[config.mk]
export PLATFORM = sky130hd
export DESIGN_NAME = can_err_irq_unit
export DESIGN_NICKNAME = d
export VERILOG_FILES = /design/src/rtl/can_eiu_pkg.sv /design/src/rtl/can_flag_bank.sv /design/src/rtl/can_code_store.sv /design/src/rtl/can_err_irq_unit.sv
export SDC_FILE = /design/constraint.sdc
export NUM_CORES = 1
export LEC_CHECK = 0
export ABC_AREA = 1
export BUFFER_PORTS_ARGS = -buffer_cell sky130_fd_sc_hd__buf_2
export CORE_ASPECT_RATIO = 1.1
export CORE_MARGIN = 1
export CORE_UTILIZATION = 39
export DETAILED_ROUTE_END_ITERATION = 6
export MAX_ROUTING_LAYER = met4
export PLACE_DENSITY_LB_ADDON = 0.1
export SETUP_SLACK_MARGIN = 0.3
export SLEW_MARGIN = 20
export SYNTH_ARGS = -nofsm -noshare
export SYNTH_HDL_FRONTEND = slang
export SYNTH_SLANG_ARGS = --single-unit
[constraint.sdc]
create_clock -name clk -period 1.2 [get_ports clk]
set_input_delay 0.24 -clock clk [delete_from_list [all_inputs] [get_ports clk]]
set_output_delay 0.24 -clock clk [all_outputs]
set_load 0.02 [all_outputs]
[src/rtl/can_eiu_pkg.sv]
package can_eiu_pkg;
  localparam int ERR_W  = 8;
  localparam int CODE_W = 7;
  localparam int REG_W  = 8;
  localparam int ADDR_W = 3;

  localparam int A_ERRFLAG = 0;
  localparam int A_ERREN   = 1;
  localparam int A_CODE    = 2;
  localparam int A_IRQST   = 3;
  localparam int A_IRQEN   = 4;

  localparam int IRQ_ERR_BIT = 5;
  localparam int IRQ_RX_BIT  = 4;
  localparam int IRQ_TX_BIT  = 3;
  localparam int N_IRQ       = 3;
endpackage

[src/rtl/can_flag_bank.sv]
module can_flag_bank #(
  parameter int W = 8
) (
  input  logic         clk,
  input  logic         rst_n,
  input  logic [W-1:0] set_i,
  input  logic         wr_i,
  input  logic [W-1:0] wdata_i,
  output logic [W-1:0] q_o
);
  logic [W-1:0] q_q, q_d;

  generate
    for (genvar i = 0; i < W; i++) begin : g_bit
      always_comb begin
        q_d[i] = q_q[i];
        if (wr_i && !wdata_i[i]) q_d[i] = 1'b0;
        if (set_i[i])            q_d[i] = 1'b1;
      end
    end
  endgenerate

  always_ff @(posedge clk or negedge rst_n) begin
    if (!rst_n) q_q <= '0;
    else        q_q <= q_d;
  end

  assign q_o = q_q;


  set_wins_chk: assert property (@(posedge clk) disable iff (!rst_n)
    (set_i != '0) |=> ((q_q & $past(set_i)) == $past(set_i)));


  flag_hold_chk: assert property (@(posedge clk) disable iff (!rst_n)
    (set_i == '0 && !wr_i) |=> $stable(q_q));
endmodule

[src/rtl/can_code_store.sv]
module can_code_store #(
  parameter int CW = 7
) (
  input  logic          clk,
  input  logic          rst_n,
  input  logic [CW-1:0] code_i,
  input  logic          wr_i,
  input  logic [CW:0]   wdata_i,
  output logic [CW:0]   q_o
);
  logic          mode_q, mode_d;
  logic [CW-1:0] code_q, code_d, kept;

  always_comb begin
    mode_d = wr_i ? wdata_i[CW] : mode_q;
    kept   = wr_i ? (code_q & wdata_i[CW-1:0]) : code_q;
    if (mode_q)             code_d = kept | code_i;
    else if (code_i != '0)  code_d = code_i;
    else                    code_d = kept;
  end

  always_ff @(posedge clk or negedge rst_n) begin
    if (!rst_n) begin
      mode_q <= 1'b0;
      code_q <= '0;
    end else begin
      mode_q <= mode_d;
      code_q <= code_d;
    end
  end

  assign q_o = {mode_q, code_q};


  latest_only_chk: assert property (@(posedge clk) disable iff (!rst_n)
    (!mode_q && code_i != '0) |=> (code_q == $past(code_i)));


  accumulate_chk: assert property (@(posedge clk) disable iff (!rst_n)
    (mode_q && code_i != '0) |=> ((code_q & $past(code_i)) == $past(code_i)));
endmodule

[src/rtl/can_err_irq_unit.sv]
module can_err_irq_unit
  import can_eiu_pkg::*;
#(
  parameter int ADDR_W = can_eiu_pkg::ADDR_W
) (
  input  logic              clk,
  input  logic              rst_n,
  input  logic              reg_we,
  input  logic [ADDR_W-1:0] reg_addr,
  input  logic [REG_W-1:0]  reg_wdata,
  output logic [REG_W-1:0]  reg_rdata,
  input  logic [ERR_W-1:0]  err_evt,
  input  logic [CODE_W-1:0] code_evt,
  input  logic              rxf_evt,
  input  logic              txf_evt,
  output logic              irq
);
  logic wr_flag, wr_een, wr_code, wr_ist, wr_ien;
  logic [ERR_W-1:0]  eflag_q, een_q, een_d;
  logic [CODE_W:0]   code_q;
  logic [1:0]        fifo_q;
  logic [N_IRQ-1:0]  ien_q, ien_d, ist;
  logic              err_sum;

  assign wr_flag = reg_we && (reg_addr == ADDR_W'(A_ERRFLAG));
  assign wr_een  = reg_we && (reg_addr == ADDR_W'(A_ERREN));
  assign wr_code = reg_we && (reg_addr == ADDR_W'(A_CODE));
  assign wr_ist  = reg_we && (reg_addr == ADDR_W'(A_IRQST));
  assign wr_ien  = reg_we && (reg_addr == ADDR_W'(A_IRQEN));

  can_flag_bank #(.W(ERR_W)) u_err_flags (
    .clk(clk), .rst_n(rst_n), .set_i(err_evt & een_q),
    .wr_i(wr_flag), .wdata_i(reg_wdata), .q_o(eflag_q));

  can_flag_bank #(.W(2)) u_fifo_flags (
    .clk(clk), .rst_n(rst_n), .set_i({rxf_evt, txf_evt}),
    .wr_i(wr_ist), .wdata_i({reg_wdata[IRQ_RX_BIT], reg_wdata[IRQ_TX_BIT]}),
    .q_o(fifo_q));

  can_code_store #(.CW(CODE_W)) u_code (
    .clk(clk), .rst_n(rst_n), .code_i(code_evt),
    .wr_i(wr_code), .wdata_i(reg_wdata), .q_o(code_q));

  always_comb begin
    een_d = wr_een ? reg_wdata : een_q;
    ien_d = wr_ien ? {reg_wdata[IRQ_ERR_BIT], reg_wdata[IRQ_RX_BIT],
                      reg_wdata[IRQ_TX_BIT]} : ien_q;
  end

  always_ff @(posedge clk or negedge rst_n) begin
    if (!rst_n) begin
      een_q <= '0;
      ien_q <= '0;
    end else begin
      een_q <= een_d;
      ien_q <= ien_d;
    end
  end

  assign err_sum = |(eflag_q & een_q);
  assign ist     = {err_sum, fifo_q};
  assign irq     = |(ist & ien_q);

  always_comb begin
    reg_rdata = '0;
    case (int'(reg_addr))
      A_ERRFLAG: reg_rdata = eflag_q;
      A_ERREN:   reg_rdata = een_q;
      A_CODE:    reg_rdata = code_q;
      A_IRQST: begin
        reg_rdata[IRQ_ERR_BIT] = ist[2];
        reg_rdata[IRQ_RX_BIT]  = ist[1];
        reg_rdata[IRQ_TX_BIT]  = ist[0];
      end
      A_IRQEN: begin
        reg_rdata[IRQ_ERR_BIT] = ien_q[2];
        reg_rdata[IRQ_RX_BIT]  = ien_q[1];
        reg_rdata[IRQ_TX_BIT]  = ien_q[0];
      end
      default: reg_rdata = '0;
    endcase
  end


  gated_event_chk: assert property (@(posedge clk) disable iff (!rst_n)
    ((err_evt & ~een_q & ~eflag_q) != '0) |=>
      ((eflag_q & $past(err_evt & ~een_q & ~eflag_q)) == '0));


  irq_quiet_chk: assert property (@(posedge clk) disable iff (!rst_n)
    (ien_q == '0) |-> !irq);
endmodule

After elaboration in Yosys (flattened, before gate mapping)
Index checks and enable logic that the tools add are counted.
Cells by class
  mux-type cells: 26
  bitwise operators: 5
  equality and inequality tests: 4
  reduce and logical (&&, ||, !) cells: 37
Operator list (count)
  $mux W7: 3
  $mux W1: 20
  $reduce_bool A2 Y1: 10
  $and A8 B8 Y8: 2
  $logic_and A1 B1 Y1: 15
  $pmux W3 S5: 1
  $pmux W3 S3: 1
  $logic_not A1 Y1: 8
  $reduce_or A8 Y1: 1
  $and A7 B7 Y7: 1
  $or A7 B7 Y7: 1
  $reduce_bool A7 Y1: 1
  $eq A3 B2 Y1 const B: 2
  $pmux W2 S3: 1
  $and A3 B3 Y3: 1
  $eq A3 B1 Y1 const B: 1
  $eq A3 B3 Y1 const B: 1
  $logic_not A3 Y1: 1
  $reduce_or A3 Y1: 1
Storage, ports and cells
  bits in registers: 29
  logic and storage cells: 86
  input bits: 31

Depth between registers and ports, before layout
  depth in word-level cells: 5
  gate-level depth with buffers: 8
  depth with buffers taken out: 7

Hierarchy
From an unflattened synthesis, not the netlist that was laid out.
Second synthesis, totals
  cell total of the unflattened synthesis: 266
  area, all modules: 1791.7 µm²
By module, submodules not included
  can_err_irq_unit: times used 1, area each 935.9 µm², seq. area each 275.3 µm², cells an instance 152
  can_code_store: times used 1, area each 412.9 µm², seq. area each 200.2 µm², cells an instance 53
  can_flag_bank (u_err_flags): times used 1, area each 355.3 µm², seq. area each 200.2 µm², cells an instance 49
  can_flag_bank (u_fifo_flags): times used 1, area each 87.6 µm², seq. area each 50.0 µm², cells an instance 12

Worst setup path after synthesis
OpenSTA, ideal clock, no wires.
  kind: input port to output port
  start point: input port reg_addr[1]
  end point: output port reg_rdata[3]
  slack: -0.048 ns
  arrival time: 1.008 ns
  cell stages on the path: 6
  required time: 0.960 ns
  cells stage by stage: buf_6 -> nor3_4 -> nand2_1 -> nand2_1 -> nor2_1 -> nand2_1
On the way
  cells in the longest elaborated chain, start to end: 2
  elaborated cells on any way between the ends: 6
  those cells by class: eq/ne: 4; mux: 1; reduce/logical: 1
Ends and longest elaborated chain
  start, declared: RTL line can_err_irq_unit.sv:9  | input logic [ADDR_W-1:0] reg_addr,
  $eq A3 B3 Y1, or another cell as far along: RTL line can_err_irq_unit.sv:66  | case (int'(reg_addr))
  $pmux W3 S5 (*): RTL line can_err_irq_unit.sv:66
  end, declared: RTL line can_err_irq_unit.sv:11  | output logic [REG_W-1:0] reg_rdata,
Every way passes the cells marked *; elsewhere a longest branch is shown, timed or not.

Final worst setup path
  start point: register u_err_flags.q_q[6], in the netlist u_err_flags.q_o[6]
  end point: output port irq
On the way
  cells in the longest elaborated chain, start to end: 4
Ends and longest elaborated chain
  start, declared: RTL line can_flag_bank.sv:11  | logic [W-1:0] q_q, q_d;
  start signal, assigned: RTL line can_flag_bank.sv:25  | else q_q <= q_d;
  $and A8 B8 Y8: RTL line can_err_irq_unit.sv:60  | assign err_sum = |(eflag_q & een_q);
  $reduce_or A8 Y1: RTL line can_err_irq_unit.sv:60
  $and A3 B3 Y3: RTL line can_err_irq_unit.sv:62  | assign irq = |(ist & ien_q);
  $reduce_or A3 Y1: RTL line can_err_irq_unit.sv:62
  end, declared: RTL line can_err_irq_unit.sv:16  | output logic irq
Every way passes these cells.

==> results by group <==
Run status
  – Status: finished, violations left
  – Violated checks: setup timing

Detailed routing
  – Detailed Route WL: 4660 um
  – Via-per-instance ratio: 4.86
  – Pre-antenna DRT Iters: 4
  – Per-cell routed wire length: 13.4 um
  – DRC viols: 0
  – Via count: 1685
  – Final ANT Viol Nets: 0
  – Number of DRC markers in iteration 0: 91

Min path
  – Hold WC Path Type: input pin to flop
  – Hold depth: 2

Die
  – Chip Height: 68.6 um
  – Core area: 3740 sq um
  – Rows: 23
  – # IOs: 40
  – Die Area: 4280 sq um
  – Starting density of the core: 0.420
  – Die X: 62.5 um

CTS
  – CTS Sinks: 29
  – CTS tree: built
  – Clk_lat worst skew: 0.28 ns
  – CTS Buf Count: 5
  – H-tree depth: 2
  – Clk buf depth: 2
  – Root Buffer: clkbuf_8
  – Reg clk slew, reported paths: 0.06 ns

GRT
  – Initial antenna violation count: 0
  – Largest net degree at the start of global routing: 30
  – Global-route wire length before repair: 7000 um
  – Total Routing Usage GR: 0.226
  – Vias in the first global route: 1566
  – Remaining Overflow, GRT: 0

Timing
  – Period Utilization, post-route: 1.33
  – Post-route minimum period: 1.59 ns
  – Worst Skew: 0.00764 ns
  – RSZ-0062 raised after global routing: yes
  – Setup-failing EPs final: 9
  – Setup TNS: -1.96 ns
  – F_max: 628 MHz
  – Final hold viol count: 0
  – Slew margin rel.: 0.789
  – Slew Viols, Final: 0
  – Final worst slack: -0.392 ns
  – Worst-Margin Slew: 0.316 ns

Worst setup path
  – Setup crit start kind: flop
  – CP Max Fanout: 2
  – CP arrival: 1.35 ns
  – Worst reg-to-reg path cell count: 5
  – Worst setup EP type: output port
  – Critical path type: flop to output port
  – CP required: 0.96 ns

Logic synthesis
  – Post-Syn Nets: 242
  – Synthesized cell area: 1570 sq um
  – Sequential share of the synthesized area: 0.462
  – Async SR Flop Fraction: 1.00
  – Cell variety after synth: 22
  – Post-synth EDFFs: 0
  – Yosys top cell area share: 0.462
  – Synthesized area per cell: 7.44 sq um
  – #FFs+latches synth: 29
  – Top cells by area, synth: dfrtp_1, nand2_1, nand3_1
  – YS warnings: 0
  – Syn Inst Count: 211
  – Leading area contributor after synthesis: dfrtp_1
  – Post-synth top flop: dfrtp_1

Final layout
  – Nets: 328
  – Share of layout cells above drive strength 1: 0.549
  – N_diodes: 0
  – Area Growth Syn to Fin: 70.9%
  – Post-route insts no fill: 347

Power and ir drop
  – Pwr per Cell Area: 1200 nW/um^2
  – Pleak: 1.36 nW
  – VDD IR-drop max: 0.762 mV

Placement
  – Placed cells: 325
  – DP Wirelength: 2920 um
  – Routability Congestion: 0.749
  – PortBufs: 39

Run
  – Maxcap violations: 0
## area by class of cell
type / count / area (sq um)
Sequential cell: 29 / 726
Timing Repair Buffer: 82 / 726
Clock buffer: 7 / 86.3
Inverter: 26 / 105
Multi-Input combinational cell: 153 / 978
Tap cell: 50 / 62.6
Fill cell: 314 / 1060
## worst max-delay path, stage by stage (launching register included)
cell	delay [ns]
dfrtp_1	0.38
nand2_1	0.07
nand2_1	0.06
nor2_1	0.13
nand2_1	0.12
a21o_1	0.19
buf_6	0.13
## per-stage QoR
step           hold slack, ns  cell area, sq um  power [mW]  utilization  setup slack, ns
6_report                0.160              2680        3.23        0.717           -0.392
5_1_grt                 0.160              2680        3.39        0.717           -0.441
4_1_cts                 0.163              2420        3.06        0.647           -0.351
3_5_place_dp            0.203              2110        2.09        0.565           -0.210
3_3_place_gp            0.204              2110        2.08        0.565           -0.207
2_1_floorplan         -0.0556              1660        1.69            -           0.0112
## sequential cells by signal (all words and copies together), names as in the netlist
signal,flops
een_q,8
u_err_flags.q_o,8
ien_q,3
u_code.mode_q,1
u_fifo_flags.q_o,2
u_code.code_q,7
## cell usage in the layout, fill, tap and decap left out, drive strengths merged, types with 2 or more instances in the layout
cell type	synthesis	layout
inv	26	25
o22ai	2	2
dfrtp	29	29
clkbuf	0	8
nand3	22	22
nand2	87	88
buf	4	80
o21ai	20	20
nor3	4	4
o21bai	2	2
nor2	11	11
## per-layer routing
| layer | up-vias | share of wire | global-route usage |
|---|---|---|---|
| li1 | 853 | - | - |
| met3 | 7 | 0.025 | 0.0526 |
| met4 | 0 | 0.012 | 0.0581 |
| met5 | - | 0 | - |
| met1 | 790 | 0.45 | 0.275 |
| met2 | 35 | 0.52 | 0.383 |
## power by group
part / internal [mW] / switching, mW / total [mW]
sequential: 1.14 / 0.0984 / 1.23
clock: 0.454 / 0.361 / 0.815
combinational: 0.599 / 0.583 / 1.18
total: 2.19 / 1.04 / 3.23
## repair_timing
| item | 4_1_cts | 5_1_grt |
|---|---|---|
| hold endpoints to repair | 29 | 0 |
| cloned | 0 | 1 |
| pin swaps | 14 | 16 |
| buffers inserted | 6 | 7 |
| endpoints found under the setup margin | 34 | 37 |
| resized for setup | 53 | 49 |
| hold buffers | 1 | 0 |
## cell usage after synthesis (7+ instances only)
master / count
dfrtp_1: 29
o21ai_0: 12
o21ai_2: 7
inv_1: 24
nor2_1: 11
nand2_1: 84
nand3_1: 22
## final timing paths
kind                                         start             endpoint  slack [ns]
max in group asynchronous                    rst_n             een_q[7]        0.59
min in group asynchronous                    rst_n   u_err_flags.q_o[3]        0.44
worst max register to register            een_q[4]             een_q[4]        0.25
worst min-delay path                       rxf_evt  u_fifo_flags.q_o[1]        0.16
worst max-delay path            u_err_flags.q_o[6]                  irq       -0.39
worst min register to register            ien_q[1]             ien_q[1]        0.49
## cell families (layout without fill, tap and decap cells)
logic type / after synthesis / in the layout / share of synthesized area
DFF: 29 / 29 / 0.462
buffers and inverters: 30 / 115 / 0.0845
and+or+nand+nor: 126 / 127 / 0.347
AOI/OAI and AO/OA: 26 / 26 / 0.106
Note: power is estimated with default switching activity, not from simulation.
